[src/rtl/mcr_pkg.sv]
package mcr_pkg;
    localparam int XLEN    = 64;
    localparam int LOW_W   = 32;
    localparam int EXT_W   = 12;
    localparam int CMT_W   = 8;
    localparam int CAUSE_W = 4;
    localparam int MODE_W  = 2;
    localparam int RSV_W   = LOW_W - EXT_W - CMT_W - CAUSE_W - MODE_W - 2;

    // Extension bits that carry a meaning; the rest read zero.
    localparam logic [EXT_W-1:0] EXT_DEFINED = 12'hFC3;

    localparam logic [MODE_W-1:0] MODE_USER  = 2'b00;
    localparam logic [MODE_W-1:0] MODE_SUPER = 2'b01;

    localparam logic [CAUSE_W-1:0] CAUSE_LD_ALIGN = 4'b0000;
    localparam logic [CAUSE_W-1:0] CAUSE_ST_ALIGN = 4'b0001;
    localparam logic [CAUSE_W-1:0] CAUSE_INV_ST   = 4'b0100;
    localparam logic [CAUSE_W-1:0] CAUSE_PRIV     = 4'b0101;
    localparam logic [CAUSE_W-1:0] CAUSE_UNDEF    = 4'b1000;
    localparam logic [CAUSE_W-1:0] CAUSE_EXT_IRQ  = 4'b1100;
    localparam logic [CAUSE_W-1:0] CAUSE_USR_IRQ  = 4'b1101;
    localparam logic [CAUSE_W-1:0] CAUSE_SVC      = 4'b1110;
    localparam logic [CAUSE_W-1:0] CAUSE_RESET    = 4'b1111;

    // Full register image, most significant field first.
    typedef struct packed {
        logic [LOW_W-1:0]   save;
        logic [RSV_W-1:0]   rsvd;
        logic [EXT_W-1:0]   ext;
        logic [CMT_W-1:0]   cmt;
        logic               id;
        logic               pred;
        logic [MODE_W-1:0]  mode;
        logic [CAUSE_W-1:0] cause;
    } mcr_t;

    // Fields that are held in flops.
    typedef struct packed {
        logic [LOW_W-1:0]   save;
        logic [CMT_W-1:0]   cmt;
        logic               id;
        logic               pred;
        logic [MODE_W-1:0]  mode;
        logic [CAUSE_W-1:0] cause;
    } mcr_state_t;

    localparam mcr_state_t STATE_RESET = '{
        save:  '0,
        cmt:   '0,
        id:    1'b1,
        pred:  1'b0,
        mode:  MODE_SUPER,
        cause: CAUSE_RESET
    };

    function automatic logic mode_legal(input logic [MODE_W-1:0] m);
        return (m == MODE_USER) || (m == MODE_SUPER);
    endfunction

    function automatic mcr_t compose(input mcr_state_t s, input logic [EXT_W-1:0] e);
        mcr_t r;
        r.save  = s.save;
        r.rsvd  = '0;
        r.ext   = e;
        r.cmt   = s.cmt;
        r.id    = s.id;
        r.pred  = s.pred;
        r.mode  = s.mode;
        r.cause = s.cause;
        return r;
    endfunction
endpackage

[src/rtl/mcr_ext_mask.sv]
module mcr_ext_mask
    import mcr_pkg::*;
#(
    parameter logic [EXT_W-1:0] EXT_PRESENT = 12'h0C7
) (
    output logic [EXT_W-1:0] ext_o
);
    // One constant per bit: undefined positions are tied low.
    for (genvar i = 0; i < EXT_W; i++) begin : g_bit
        if (EXT_DEFINED[i]) begin : g_def
            assign ext_o[i] = EXT_PRESENT[i];
        end else begin : g_undef
            assign ext_o[i] = 1'b0;
        end
    end
endmodule

[src/rtl/mcr_state.sv]
module mcr_state
    import mcr_pkg::*;
(
    input  logic              clk,
    input  logic              rst,
    input  logic              sw_we,
    input  mcr_state_t        wr,
    input  logic              flt_enter,
    input  logic [CAUSE_W-1:0] flt_cause,
    input  logic              flt_cmt_valid,
    input  logic [CMT_W-1:0]  flt_cmt,
    input  logic [LOW_W-1:0]  low_word,
    output mcr_state_t        st,
    output logic              bad_write
);
    logic sw_take;

    assign sw_take   = sw_we && !flt_enter;
    assign bad_write = sw_take && !mode_legal(wr.mode);

    always_ff @(posedge clk) begin
        if (rst) begin
            st <= STATE_RESET;
        end else if (flt_enter) begin
            st.save  <= low_word;
            st.cause <= flt_cause;
            st.mode  <= MODE_SUPER;
            st.id    <= 1'b1;
            if (flt_cmt_valid) begin
                st.cmt <= flt_cmt;
            end
        end else if (sw_take) begin
            st.save  <= wr.save;
            st.cause <= wr.cause;
            st.pred  <= wr.pred;
            st.id    <= wr.id;
            st.cmt   <= wr.cmt;
            if (mode_legal(wr.mode)) begin
                st.mode <= wr.mode;
            end
        end
    end

    // the low word present at the entry edge lands in the save slot.
    assert_save_snapshot_R7: assert property (@(posedge clk) disable iff (rst)
        flt_enter |=> (st.save == $past(low_word)));

    // fault entry forces supervisor mode and masks interrupts.
    assert_entry_mode_R7: assert property (@(posedge clk) disable iff (rst)
        flt_enter |=> (st.mode == MODE_SUPER) && st.id && (st.cause == $past(flt_cause)));

    // a reserved mode write leaves the mode unchanged.
    assert_mode_kept_R4: assert property (@(posedge clk) disable iff (rst)
        bad_write |=> $stable(st.mode));

    // the mode field only ever holds a legal encoding.
    assert_mode_legal_R11: assert property (@(posedge clk) disable iff (rst)
        st.mode[1] == 1'b0);
endmodule

[src/rtl/mcr_fault_arb.sv]
module mcr_fault_arb
    import mcr_pkg::*;
(
    input  logic               clk,
    input  logic               rst,
    input  logic               bad_write,
    input  logic               flt_enter,
    input  logic [CAUSE_W-1:0] flt_cause,
    input  logic               irq_req,
    input  logic               irq_masked,
    output logic               flt_req,
    output logic [CAUSE_W-1:0] flt_code,
    output logic               wake
);
    logic inv_pend;
    logic irq_live;

    always_ff @(posedge clk) begin
        if (rst) begin
            inv_pend <= 1'b0;
        end else if (flt_enter && (flt_cause == CAUSE_INV_ST)) begin
            inv_pend <= 1'b0;
        end else if (bad_write) begin
            inv_pend <= 1'b1;
        end
    end

    assign irq_live = irq_req && !irq_masked;
    assign flt_req  = inv_pend || irq_live;
    assign flt_code = inv_pend ? CAUSE_INV_ST : CAUSE_EXT_IRQ;
    assign wake     = irq_req;

    // a rejected mode write produces an invalid-state request next cycle.
    assert_inv_raised_R4: assert property (@(posedge clk) disable iff (rst)
        bad_write |=> flt_req && (flt_code == CAUSE_INV_ST));

    // a masked interrupt never produces a request on its own.
    assert_irq_masked_R5: assert property (@(posedge clk) disable iff (rst)
        (irq_masked && !inv_pend) |-> !flt_req);

    // the pending request persists until its own fault entry.
    assert_inv_held_R4: assert property (@(posedge clk) disable iff (rst)
        (inv_pend && !flt_enter) |=> inv_pend);
endmodule

[src/rtl/machine_ctrl_reg.sv]
module machine_ctrl_reg
    import mcr_pkg::*;
#(
    parameter logic [11:0] EXT_PRESENT = 12'h0C7
) (
    input  logic        clk,
    input  logic        rst,
    input  logic        sw_we,
    input  logic [63:0] sw_wdata,
    output logic [63:0] sw_rdata,
    input  logic        flt_enter,
    input  logic [3:0]  flt_cause,
    input  logic        flt_cmt_valid,
    input  logic [7:0]  flt_cmt,
    input  logic        irq_req,
    output logic        flt_req,
    output logic [3:0]  flt_code,
    output logic        wake,
    output logic [1:0]  mode_o,
    output logic        pred_o
);
    mcr_t             wimg;
    mcr_t             rimg;
    mcr_state_t       wr;
    mcr_state_t       st;
    logic [EXT_W-1:0] ext_val;
    logic             bad_write;
    logic             unused_wbits;

    assign wimg = mcr_t'(sw_wdata);
    assign wr = '{
        save:  wimg.save,
        cmt:   wimg.cmt,
        id:    wimg.id,
        pred:  wimg.pred,
        mode:  wimg.mode,
        cause: wimg.cause
    };
    assign unused_wbits = ^{wimg.rsvd, wimg.ext};

    mcr_ext_mask #(.EXT_PRESENT(EXT_PRESENT)) u_ext (
        .ext_o (ext_val)
    );

    mcr_state u_state (
        .clk           (clk),
        .rst           (rst),
        .sw_we         (sw_we),
        .wr            (wr),
        .flt_enter     (flt_enter),
        .flt_cause     (flt_cause),
        .flt_cmt_valid (flt_cmt_valid),
        .flt_cmt       (flt_cmt),
        .low_word      (sw_rdata[LOW_W-1:0]),
        .st            (st),
        .bad_write     (bad_write)
    );

    mcr_fault_arb u_arb (
        .clk        (clk),
        .rst        (rst),
        .bad_write  (bad_write),
        .flt_enter  (flt_enter),
        .flt_cause  (flt_cause),
        .irq_req    (irq_req),
        .irq_masked (st.id),
        .flt_req    (flt_req),
        .flt_code   (flt_code),
        .wake       (wake)
    );

    assign rimg     = compose(st, ext_val);
    assign sw_rdata = rimg;
    assign mode_o   = rimg.mode;
    assign pred_o   = rimg.pred;

    // the extension field never moves, whatever software writes.
    assert_ext_stable_R3: assert property (@(posedge clk) disable iff (rst)
        sw_we |=> $stable(sw_rdata[27:16]));

    // a write colliding with fault entry leaves the comment as entry decides.
    assert_collide_R9: assert property (@(posedge clk) disable iff (rst)
        (flt_enter && sw_we && !flt_cmt_valid) |=> $stable(sw_rdata[15:8]));
endmodule

[config.mk]
export PLATFORM = sky130hd
export DESIGN_NAME = machine_ctrl_reg
export DESIGN_NICKNAME = d
export VERILOG_FILES = /design/src/rtl/mcr_pkg.sv /design/src/rtl/mcr_ext_mask.sv /design/src/rtl/mcr_state.sv /design/src/rtl/mcr_fault_arb.sv /design/src/rtl/machine_ctrl_reg.sv
export SDC_FILE = /design/constraint.sdc
export NUM_CORES = 1
export LEC_CHECK = 0
export BUFFER_PORTS_ARGS = -buffer_cell sky130_fd_sc_hd__buf_2
export CORE_UTILIZATION = 44
export DETAILED_ROUTE_END_ITERATION = 8
export PLACE_DENSITY = 0.95
export SYNTH_ARGS = -nofsm -noshare
export SYNTH_HDL_FRONTEND = slang
export SYNTH_SLANG_ARGS = --single-unit
[constraint.sdc]
create_clock -name clk -period 2.9 [get_ports clk]
set_clock_uncertainty 0.15 [all_clocks]
set_input_delay 0.435 -clock clk [delete_from_list [all_inputs] [get_ports clk]]
set_output_delay 0.435 -clock clk [all_outputs]
set_load 0.03 [all_outputs]
## Yosys cells after proc, flatten, opt, wreduce, memory -nomap -nowiden

Cells that the tools add are included.
Widths: inputs -> output; s select.

- Equal/unequal tests: 3
- Mux-type cells: 6
- Bitwise logic cells: 1
- Reduce and logical (&&, ||, !) cells: 16

Operators with widths:

| operator | number |
|---|---|
| $mux 40 | 1 |
| $mux 33 | 1 |
| $mux 4 | 2 |
| $mux 8 | 1 |
| $reduce_and 2->1 | 3 |
| $eq 4x3->1 const B | 1 |
| $logic_and 1x1->1 | 4 |
| $reduce_or 2->1 | 2 |
| $logic_not 1->1 | 3 |
| $eq 2x1->1 const B | 1 |
| $logic_not 2->1 | 1 |
| $logic_or 1x1->1 | 2 |
| $mux 2 | 1 |
| $ne 2x1->1 const B | 1 |
| $reduce_bool 2->1 | 1 |
| $not 1->1 | 1 |

- Flip-flop bits (word level): 49
- Input port bits: 82
- Output and inout port bits: 73
- Word-level logic and storage cells: 34

## Longest topological paths before layout

Gate-level depths: netlist of the first run.

- Depth in word-level cells: 5
- Mapped depth: 5
- Gate-level depth less buffers: 3

## Cells and area by module

A second synthesis of the first run with hierarchy kept.

- Cells, all modules: 245
- Area, all modules: 2444.8 um^2

Modules (own cells, without submodules):

| module | instances | cells each | area each (um^2) | sequential area each (um^2) |
|---|---|---|---|---|
| mcr_state | 1 | 210 | 2202.1 | 960.9 |
| mcr_ext_mask | 1 | 14 | 97.6 | 0.0 |
| mcr_fault_arb | 1 | 13 | 88.8 | 20.0 |
| machine_ctrl_reg | 1 | 8 | 56.3 | 0.0 |

## Worst setup path after synthesis of the first run

No wires, ideal clock.

- Kind: in2reg
- Start point: input sw_we
- End point: register, netlist name u_state.st[10]
- Data arrival time: 1.120 ns
- Data required time: 2.618 ns
- Slack: 1.498 ns
- Stages on the path: 5
- Path through: buf_6 -> buf_6 -> mux2_2 -> nor2_1 -> nor3_1

- Cells in the longest elaborated chain, start to end: 3

RTL lines:

| what | line | RTL |
|---|---|---|
| start, declared | machine_ctrl_reg.sv:8 | `input logic sw_we,` |
| $logic_and 1x1->1 | mcr_state.sv:18 | `assign sw_take = sw_we && !flt_enter;` |
| $reduce_bool 2->1 (no line) | n/a |  |
| $reduce_and 2->1 (no line) | n/a |  |

Every way passes these cells.
A chain may end at the register's enable or synchronous reset.

## Worst setup path in the final report of the first run

- Start point: input sw_we
- End point: register, netlist name u_state.st[30]

- Cells in the longest elaborated chain, start to end: 2

RTL lines:

| what | line |
|---|---|
| $logic_and 1x1->1 | mcr_state.sv:18 |
| $reduce_bool 2->1 (no line) | n/a |

Every way passes these cells.

==> results of run 1 <==
-- flip-flops by register name, indices dropped and copies added, names as in the netlist --
name            count
u_arb.inv_pend      1
u_state.st         48
-- power by group --
| group | total (mW) | switching [mW] | internal, mW |
|---|---|---|---|
| combinational | 0.344 | 0.222 | 0.122 |
| clock | 0.405 | 0.234 | 0.171 |
| sequential | 0.735 | 0.0223 | 0.713 |
-- worst max path at each step --
stage,cells after the start,end,startpoint,slack [ps]
6_report,5,u_state.st[30],sw_we,1160
5_1_grt,5,u_state.st[30],sw_we,1070
4_1_cts,5,u_state.st[30],sw_we,1160
3_5_place_dp,5,u_state.st[30],sw_we,840
3_3_place_gp,5,u_state.st[30],sw_we,870
2_1_floorplan,5,u_state.st[10],sw_we,1500
-- cell families after synthesis --
group | count (synthesis) | share of synthesized area, %
multiplexers | 42 | 19.96
buffers and inverters | 43 | 13.28
AO/OA/AOI/OAI | 32 | 8.128
other | 2 | 0.3364
AND/OR/NAND/NOR | 75 | 14.35
flip-flops | 49 | 43.95
-- critical path, cell delays in order --
cell and delay, ps:
buf_2 400, buf_4 420, mux2_2 370, nand2_1 60, a21oi_1 70
-- cell type report --
type                            count  area [µm²]  share of cell area [%]
Clock buffer                        5       68.82                   2.455
Clock inverter                      3       21.27                  0.7589
Inverter                            3       11.26                  0.4018
Multi-Input combinational cell    168        1018                   36.34
Sequential cell                    49       980.9                   35.00
Tap cell                           67       83.83                   2.991
Timing Repair Buffer              122       618.1                   22.05
-- cell usage in the layout, fill, tap and decap left out, drive strengths merged, types with 2 or more instances in the layout --
master	count
mux2	20
nor2	22
dfxtp	49
nand2	34
conb	19
mux2i	22
a21oi	19
buf	122
nand2b	5
inv	4
nor3	9
a211oi	2
clkbuf	5
o22ai	8
-- routing by layer --
metal,vias to the layer above,part of all wire (%),GRT usage [%]
li1,980,-,-
met2,78,54,40.23
met3,6,4.9,4.558
met4,0,1.0,5.229
met5,-,0,0
met1,909,40,21.64
-- per-stage QoR --
step	cells	hold WS, ps
after floorplan	260	327.0
after global placement	409	297.5
after detailed placement	409	313.4
after CTS	417	200.4
after global routing	417	210.3
final	417	210.5
==> impl_metrics.env, run 1 <==
export IMPL_hold_buffers=0
export IMPL_cts_num_sinks=49
export IMPL_rsz0062_at_grt="false"
export IMPL_dieArea_mm2=0.005362
export IMPL_grt_max_degree=36
export IMPL_fin_crit_sh_pct=59.97
export IMPL_status="finished, final reports clean"
export IMPL_syn_avg_cell_area_um2=9.186
export IMPL_r2r_slack_ps=1830
export IMPL_root_buffer="clkbuf_8"
export IMPL_yosysTopAreaCell="dfxtp_1"
export IMPL_pre_cts_slack_ps=842.1
export IMPL_power_per_cell_area_mw_per_mm2=529.8
export IMPL_synthCells=243
export IMPL_synth_most_common_cell="dfxtp_1"
export IMPL_synth_async_sr_flop_share_pct=0
export IMPL_finalInstanceArea_mm2=0.002803
export IMPL_setup_tns_ps=0
export IMPL_drive_gt1_share_pct=43.14
export IMPL_hold_end="u_state.st[7]"
export IMPL_hp_class="in -> reg"
export IMPL_gp_routability_congestion=0.7185
export IMPL_grt_pass1_vias=1914
export IMPL_wl_per_cell_um=13.01
export IMPL_drtPass1Iterations=4
export IMPL_setup_viol=0
export IMPL_synthTopCellsByCount="dfxtp_1, nand2_1, buf_4"
export IMPL_cts_setup_buffers=0
export IMPL_routed_via_count=1973
export IMPL_ios=155
export IMPL_die_height_um=73.23
export IMPL_worstSetupEndpointType="flop"
export IMPL_cts_tree="yes"
export IMPL_row_count=25
export IMPL_yosysWarnings=0
export IMPL_io_buffers=119
export IMPL_timing_rr_end="u_state.st[1]"
export IMPL_netlist_area_mm2=0.002232
export IMPL_cts_resized_gates=0
export IMPL_dpl_instance_area_mm2=0.002713
export IMPL_r2r_cells=3
export IMPL_seq_area_frac_synth_pct=43.95
export IMPL_criticalPathCategory="in -> reg"
export IMPL_antenna_found_initial=0
export IMPL_synth_edf_count=0
export IMPL_synth_main_ff_cell="dfxtp_1"
export IMPL_yosys_top_cells_area="dfxtp_1, mux2_2, mux2i_1"
export IMPL_peakVddDrop_mv=0.2819
export IMPL_core_area_mm2=0.004817
export IMPL_nFillCells=443
export IMPL_synth_top_cell_area_share_pct=43.95
export IMPL_drt_iter0_drc=50
export IMPL_grt_pass1_wl_mm=8.404
export IMPL_critPathMaxFanout=23
export IMPL_fin_util_pct=58.18
export IMPL_ys_types=26
export IMPL_reg2reg_from="u_state.st[1]"
export IMPL_grt_overflow=0
export IMPL_cts_buffers=5
export IMPL_routed_wl_mm=5.426
export IMPL_finalPower_mw=1.485
export IMPL_insertion_delay_ps=290
export IMPL_drc=0
export IMPL_viasPerCell=4.731
export IMPL_grt_usage_pct=20.48
export IMPL_dp_hpwl_mm=4.052
export IMPL_hold_start="sw_wdata[7]"
export IMPL_die_x_um=73.23
export IMPL_clk_path_buf_depth=2
export IMPL_arrival_ps=1770
export IMPL_required_ps=2930
export IMPL_nets=431
export IMPL_initial_core_util_pct=46.34
export IMPL_synth_seq_cells=49
export IMPL_leakage_nw=1.444
export IMPL_syn2layout_area_growth_pct=25.56
export IMPL_cts_htree_levels=2
export IMPL_ant_nets=0
export IMPL_finalWorstSetupSlack_ps=1161
export IMPL_cp_start_kind="primary input"
export IMPL_drv_cap=0
export IMPL_finalMaxSlewViolations=0
export IMPL_holdPathStages=3
export IMPL_period_minus_slack_ps=1739
export IMPL_fmax_ghz=0.5750
export IMPL_path_clk_slew_ps=100
export IMPL_final_hold_violation_count=0
export IMPL_antenna_cells=0
(Power assumes the default switching activity.)
==> run 2: changes to the inputs <==
CORE_UTILIZATION = 37   (was 44)
PLACE_DENSITY = 0.87   (was 0.95)
clock period = 1.5 ns   (was 2.9 ns; I/O delays follow)
==> impl_metrics.env, run 2 (same netlist as run 1, synthesis figures left out) <==
export IMPL_status="finished, final reports clean"
export IMPL_grt_pass1_wl_mm=8.093
export IMPL_viasPerCell=4.696
export IMPL_drc=0
export IMPL_setup_tns_ps=0
export IMPL_insertion_delay_ps=300
export IMPL_p_sw_share_pct=29.94
export IMPL_setup_viol=0
export IMPL_fmax_ghz=0.7081
export IMPL_core_area_mm2=0.005675
export IMPL_drv_cap=0
export IMPL_max_stage_delay_ps=330
export IMPL_p_int_mw=2.132
export IMPL_routed_wl_mm=5.253
export IMPL_p_comb_share_pct=22.4
export IMPL_wl_per_cell_um=12.27
export IMPL_crit_family="flip-flops"
export IMPL_grt_pass1_vias=1885
export IMPL_worstSetupEndpointType="output pin"
export IMPL_finalPower_mw=3.043
export IMPL_criticalPathCategory="reg -> out"
export IMPL_period_minus_slack_ps=1412
export IMPL_cp_start_kind="flop"
export IMPL_drive_gt1_share_pct=43.54
export IMPL_antenna_found_initial=0
export IMPL_grt_max_degree=29
export IMPL_cts_buffers=5
export IMPL_die_x_um=79.67
export IMPL_hp_class="in -> reg"
export IMPL_path_clk_slew_ps=90
export IMPL_critPathMaxFanout=3
export IMPL_placed_cells=418
export IMPL_grt_usage_pct=16.59
export IMPL_cts_resized_gates=0
export IMPL_path_buf_inv=2
export IMPL_drt_iter0_drc=36
export IMPL_io_buffers=119
export IMPL_cts_num_sinks=49
export IMPL_dieArea_mm2=0.006347
export IMPL_clk_path_buf_depth=2
export IMPL_final_hold_violation_count=0
export IMPL_final_cell_mix="buf_2, dfxtp_1, nand2_1, mux2i_1, nor2_1"
export IMPL_finalWorstSetupSlack_ps=87.83
export IMPL_final_common_cell="buf_2"
export IMPL_ant_nets=0
export IMPL_row_count=27
export IMPL_syn2layout_area_growth_pct=30.21
export IMPL_power_frac_seq_pct=46.7
export IMPL_required_ps=1120
export IMPL_top_register="u_state.st"
export IMPL_reg_largest_list="u_state.st (48), u_arb.inv_pend (1)"
export IMPL_grt_overflow=0
export IMPL_root_buffer="clkbuf_8"
export IMPL_dp_hpwl_mm=3.973
export IMPL_nets=437
export IMPL_cts_htree_levels=2
export IMPL_worstPathCellList="inv_1 -> a21o_1 -> buf_2"
export IMPL_power_per_cell_area_mw_per_mm2=1047
export IMPL_gp_routability_congestion=0.7210
export IMPL_leakage_nw=1.494
export IMPL_largest_reg_flops=48
export IMPL_p_sw_uw=910.8
export IMPL_clkPwrFrac_pct=30.9
export IMPL_peakVddDrop_mv=0.5311
export IMPL_drtPass1Iterations=4
export IMPL_arrival_ps=1040
export IMPL_antenna_cells=0
export IMPL_pre_cts_slack_ps=67.69
export IMPL_finalMaxSlewViolations=0
export IMPL_die_height_um=79.67
export IMPL_nFillCells=546
export IMPL_final_instance_count_excl_fill=428
export IMPL_crit_slowest_cell="dfxtp_1"
export IMPL_routed_via_count=2010
export IMPL_initial_core_util_pct=39.33
export IMPL_fin_crit_sh_pct=94.14
export IMPL_rsz0062_at_grt="false"
export IMPL_ios=155
export IMPL_cts_tree="yes"
run 2: power by group through the flow:
stage / clock network, mW / logic (mW) / registers (mW)
floorplan: 0 / 0.364 / 1.60
detailed placement: 0 / 0.680 / 1.45
global placement: 0 / 0.668 / 1.45
global route: 1.03 / 0.737 / 1.43
CTS: 0.976 / 0.686 / 1.42
finish: 0.939 / 0.681 / 1.42
run 2: stage by stage:
step | hold slack [ps] | util [%] | cell area [µm²]
6_report | 15.34 | 51.21 | 2907
3_5_place_dp | 299.5 | 48.88 | 2774
5_1_grt | 1.420 | 51.21 | 2907
3_3_place_gp | 299.1 | 48.88 | 2774
4_1_cts | 3.623 | 51.21 | 2907
2_1_floorplan | 201.2 | - | 2296
run 2: area by class of cell:
type                    count  area [µm²]  area share (%)
multi-input cells         168        1018           35.04
clock inverters             3       43.79           1.507
inverters                   3       11.26          0.3874
repair buffers            128       693.2           23.85
well taps                  72       90.09           3.099
flip-flops and latches     49       980.9           33.75
clock buffers               5       68.82           2.368
run 2: path summary, 6_finish.rpt:
check | endpoint | cells past startpoint | slack (ps) | startpoint
worst max-delay path | flt_req | 3 | 90 | u_state.st[7]
worst min-delay path | u_state.st[6] | 3 | 20 | sw_wdata[6]
worst max register to register | u_state.st[2] | 3 | 460 | u_state.st[2]
worst min register to register | u_state.st[16] | 2 | 310 | u_state.st[0]
run 2: tightest hold or removal path, stage by stage:
cell	delay, ps
buf_2	80
mux2i_1	60
nor2_1	70
run 2: repair_timing:
item / 4_1_cts / 5_1_grt
hold buffers: 2 / 0
endpoints found under the hold margin: 2 / 0
buffers inserted: 0 / 0
run 2: layer usage:
metal | vias to the layer above | track usage, % | wire, µm
li1 | 995 | - | -
met1 | 931 | 17.40 | 2161
met2 | 79 | 31.88 | 2756
met3 | 5 | 4.229 | 281
met4 | 0 | 4.909 | 53
met5 | - | 0 | 0
==> run 3: changes to the inputs <==
ABC_AREA = 1   (was default)
CORE_UTILIZATION = 39   (was 37)
PLACE_DENSITY = 0.88   (was 0.87)
==> impl_metrics.env, run 3 <==
export IMPL_cts_htree_levels=2
export IMPL_fmax_ghz=0.7122
export IMPL_leakage_nw=1.781
export IMPL_cp_start_kind="flop"
export IMPL_synthCells=351
export IMPL_final_instance_count_excl_fill=545
export IMPL_cts_buffers=5
export IMPL_hold_buffers=11
export IMPL_r2r_cells=4
export IMPL_ys_types=21
export IMPL_synth_top_family_by_area="simple AND/OR/NAND/NOR gates"
export IMPL_drc=0
export IMPL_initial_core_util_pct=41.08
export IMPL_setup_tns_ps=0
export IMPL_holdPathStages=3
export IMPL_required_ps=1120
export IMPL_grt_pass1_vias=2276
export IMPL_cts_num_sinks=49
export IMPL_routed_wl_mm=6.545
export IMPL_max_stage_delay_ps=340
export IMPL_path_clk_slew_ps=90
export IMPL_core_area_mm2=0.005991
export IMPL_ios=155
export IMPL_synth_most_common_cell="nand2_1"
export IMPL_yosysTopAreaCell="dfxtp_1"
export IMPL_dieArea_mm2=0.006632
export IMPL_wl_per_cell_um=12.01
export IMPL_syn_avg_cell_area_um2=7.012
export IMPL_netlist_area_mm2=0.002461
export IMPL_cts_resized_gates=0
export IMPL_clk_path_buf_depth=2
export IMPL_routed_via_count=2537
export IMPL_synth_top_cell_area_share_pct=39.86
export IMPL_reg_largest_list="u_state.st (48), u_arb.inv_pend (1)"
export IMPL_final_cell_mix="buf_2, nand2_1, nor2_1, nand3_1, dfxtp_1"
export IMPL_syn2layout_area_growth_pct=27.81
export IMPL_path_buf_inv=1
export IMPL_insertion_delay_ps=290
export IMPL_synth_seq_cells=49
export IMPL_crit_family="flip-flops"
export IMPL_yosys_area_share_simple_pct=36.40
export IMPL_seq_area_frac_synth_pct=39.86
export IMPL_viasPerCell=4.655
export IMPL_ant_nets=0
export IMPL_synth_main_ff_cell="dfxtp_1"
export IMPL_hp_class="in -> reg"
export IMPL_antenna_found_initial=0
export IMPL_largest_reg_flops=48
export IMPL_grt_usage_pct=20.09
export IMPL_top_register="u_state.st"
export IMPL_critPathMaxFanout=4
export IMPL_power_per_cell_area_mw_per_mm2=956.4
export IMPL_synth_compound_area_share_pct=4.474
export IMPL_root_buffer="clkbuf_8"
export IMPL_io_buffers=119
export IMPL_synthMuxAreaShare_pct=0
export IMPL_worstPathCellList="o21ai_0 -> buf_2"
export IMPL_yosysWarnings=0
export IMPL_synth_edf_count=0
export IMPL_drt_iter0_drc=137
export IMPL_gp_routability_congestion=0.7227
export IMPL_grt_overflow=0
export IMPL_synth_xor_area_share_pct=0
export IMPL_crit_slowest_cell="dfxtp_1"
export IMPL_status="finished, final reports clean"
export IMPL_arrival_ps=1030
export IMPL_cp_depth=2
export IMPL_yosys_top_cells_area="dfxtp_1, nand2_1, nand3_1"
export IMPL_synthTopCellsByCount="nand2_1, nor2_1, nand3_1"
export IMPL_die_x_um=81.44
export IMPL_drtPass1Iterations=4
export IMPL_setup_viol=0
export IMPL_dp_hpwl_mm=4.679
export IMPL_antenna_cells=0
export IMPL_nets=551
export IMPL_peakVddDrop_mv=0.5011
export IMPL_die_height_um=81.44
export IMPL_synthAdderAreaFrac_pct=0
export IMPL_r2r_slack_ps=630
export IMPL_row_count=28
export IMPL_worstSetupEndpointType="output pin"
export IMPL_finalMaxSlewViolations=0
export IMPL_final_hold_violation_count=0
export IMPL_placed_cells=526
export IMPL_synth_async_sr_flop_share_pct=0
export IMPL_grt_max_degree=28
export IMPL_rsz0062_at_grt="false"
export IMPL_cts_setup_buffers=0
export IMPL_drv_cap=0
export IMPL_fin_crit_sh_pct=93.61
export IMPL_drive_gt1_share_pct=30.43
export IMPL_criticalPathCategory="reg -> out"
export IMPL_grt_pass1_wl_mm=10.06
export IMPL_period_minus_slack_ps=1404
export IMPL_final_common_cell="buf_2"
export IMPL_cts_tree="yes"
## run 3: changes by cell type after synthesis, moves of 4 or more
cell | before | now
inv_1 | 2 | 29
o21ai_0 | 0 | 18
nand2b_1 | 5 | 0
nand3_1 | 0 | 54
mux2_2 | 20 | 0
mux2i_1 | 22 | 0
nor3_1 | 9 | 0
o22ai_1 | 8 | 0
buf_4 | 26 | 30
a21oi_1 | 19 | 3
clkbuf_1 | 4 | 0
nor2_1 | 22 | 55
nand2_1 | 34 | 86
## run 3: through the flow
step	hold WS [ps]	worst slack [ps]	total power, mW	utilization [%]	instance area, µm²
2_1_floorplan	186.2	115.5	2.006	-	2525
3_3_place_gp	280.6	88.72	2.157	48.98	2934
3_5_place_dp	284.4	46.02	2.177	48.98	2934
4_1_cts	5.506	96.25	3.038	52.51	3146
5_1_grt	4.291	55.00	3.176	52.51	3146
6_report	20.94	95.83	3.008	52.51	3146
## run 3: area by class of cell
type	instances	area [µm²]
flip-flops and latches	49	980.9
fillers	602	2845
multi-input cells	246	1077
repair buffers	136	763.2
clock buffers	7	96.34
well taps	75	93.84
clock inverters	1	5.005
inverters	31	128.9
## run 3: where the power goes
group	internal (mW)	total, mW	switching, mW	leakage, nW
combinational	0.243	0.741	0.499	1.32
clock	0.417	0.839	0.422	0.0542
sequential	1.38	1.43	0.0476	0.404
total	2.04	3.01	0.968	1.78
## run 3: cells by family (layout without fill, tap and decap cells)
family / after synthesis / count (layout)
compound gates: 22 / 22
other cells: 2 / 19
flops: 49 / 49
simple gates: 205 / 205
buf+inv: 73 / 175
## run 3: path summary, 6_finish.rpt
check,startpoint,endpoint
hold reg to reg,u_state.st[46],u_state.st[46]
hold / removal,sw_wdata[59],u_state.st[43]
setup reg to reg,u_state.st[8],u_state.st[8]
setup / recovery,u_state.st[7],flt_req
## run 3: layer usage
metal	vias to the layer above	part of all wire, %	track usage, %
met5	-	0	0
met4	0	0.58	5.714
met3	4	7.4	5.444
met2	115	49	35.75
met1	1138	43	23.42
li1	1280	-	-
## run 3: worst register-to-register path, cell delays in order (launching register included)
cell and delay (ps):
dfxtp_1 380, inv_1 50, nand3_1 70, nand2_1 50, nor2_1 100
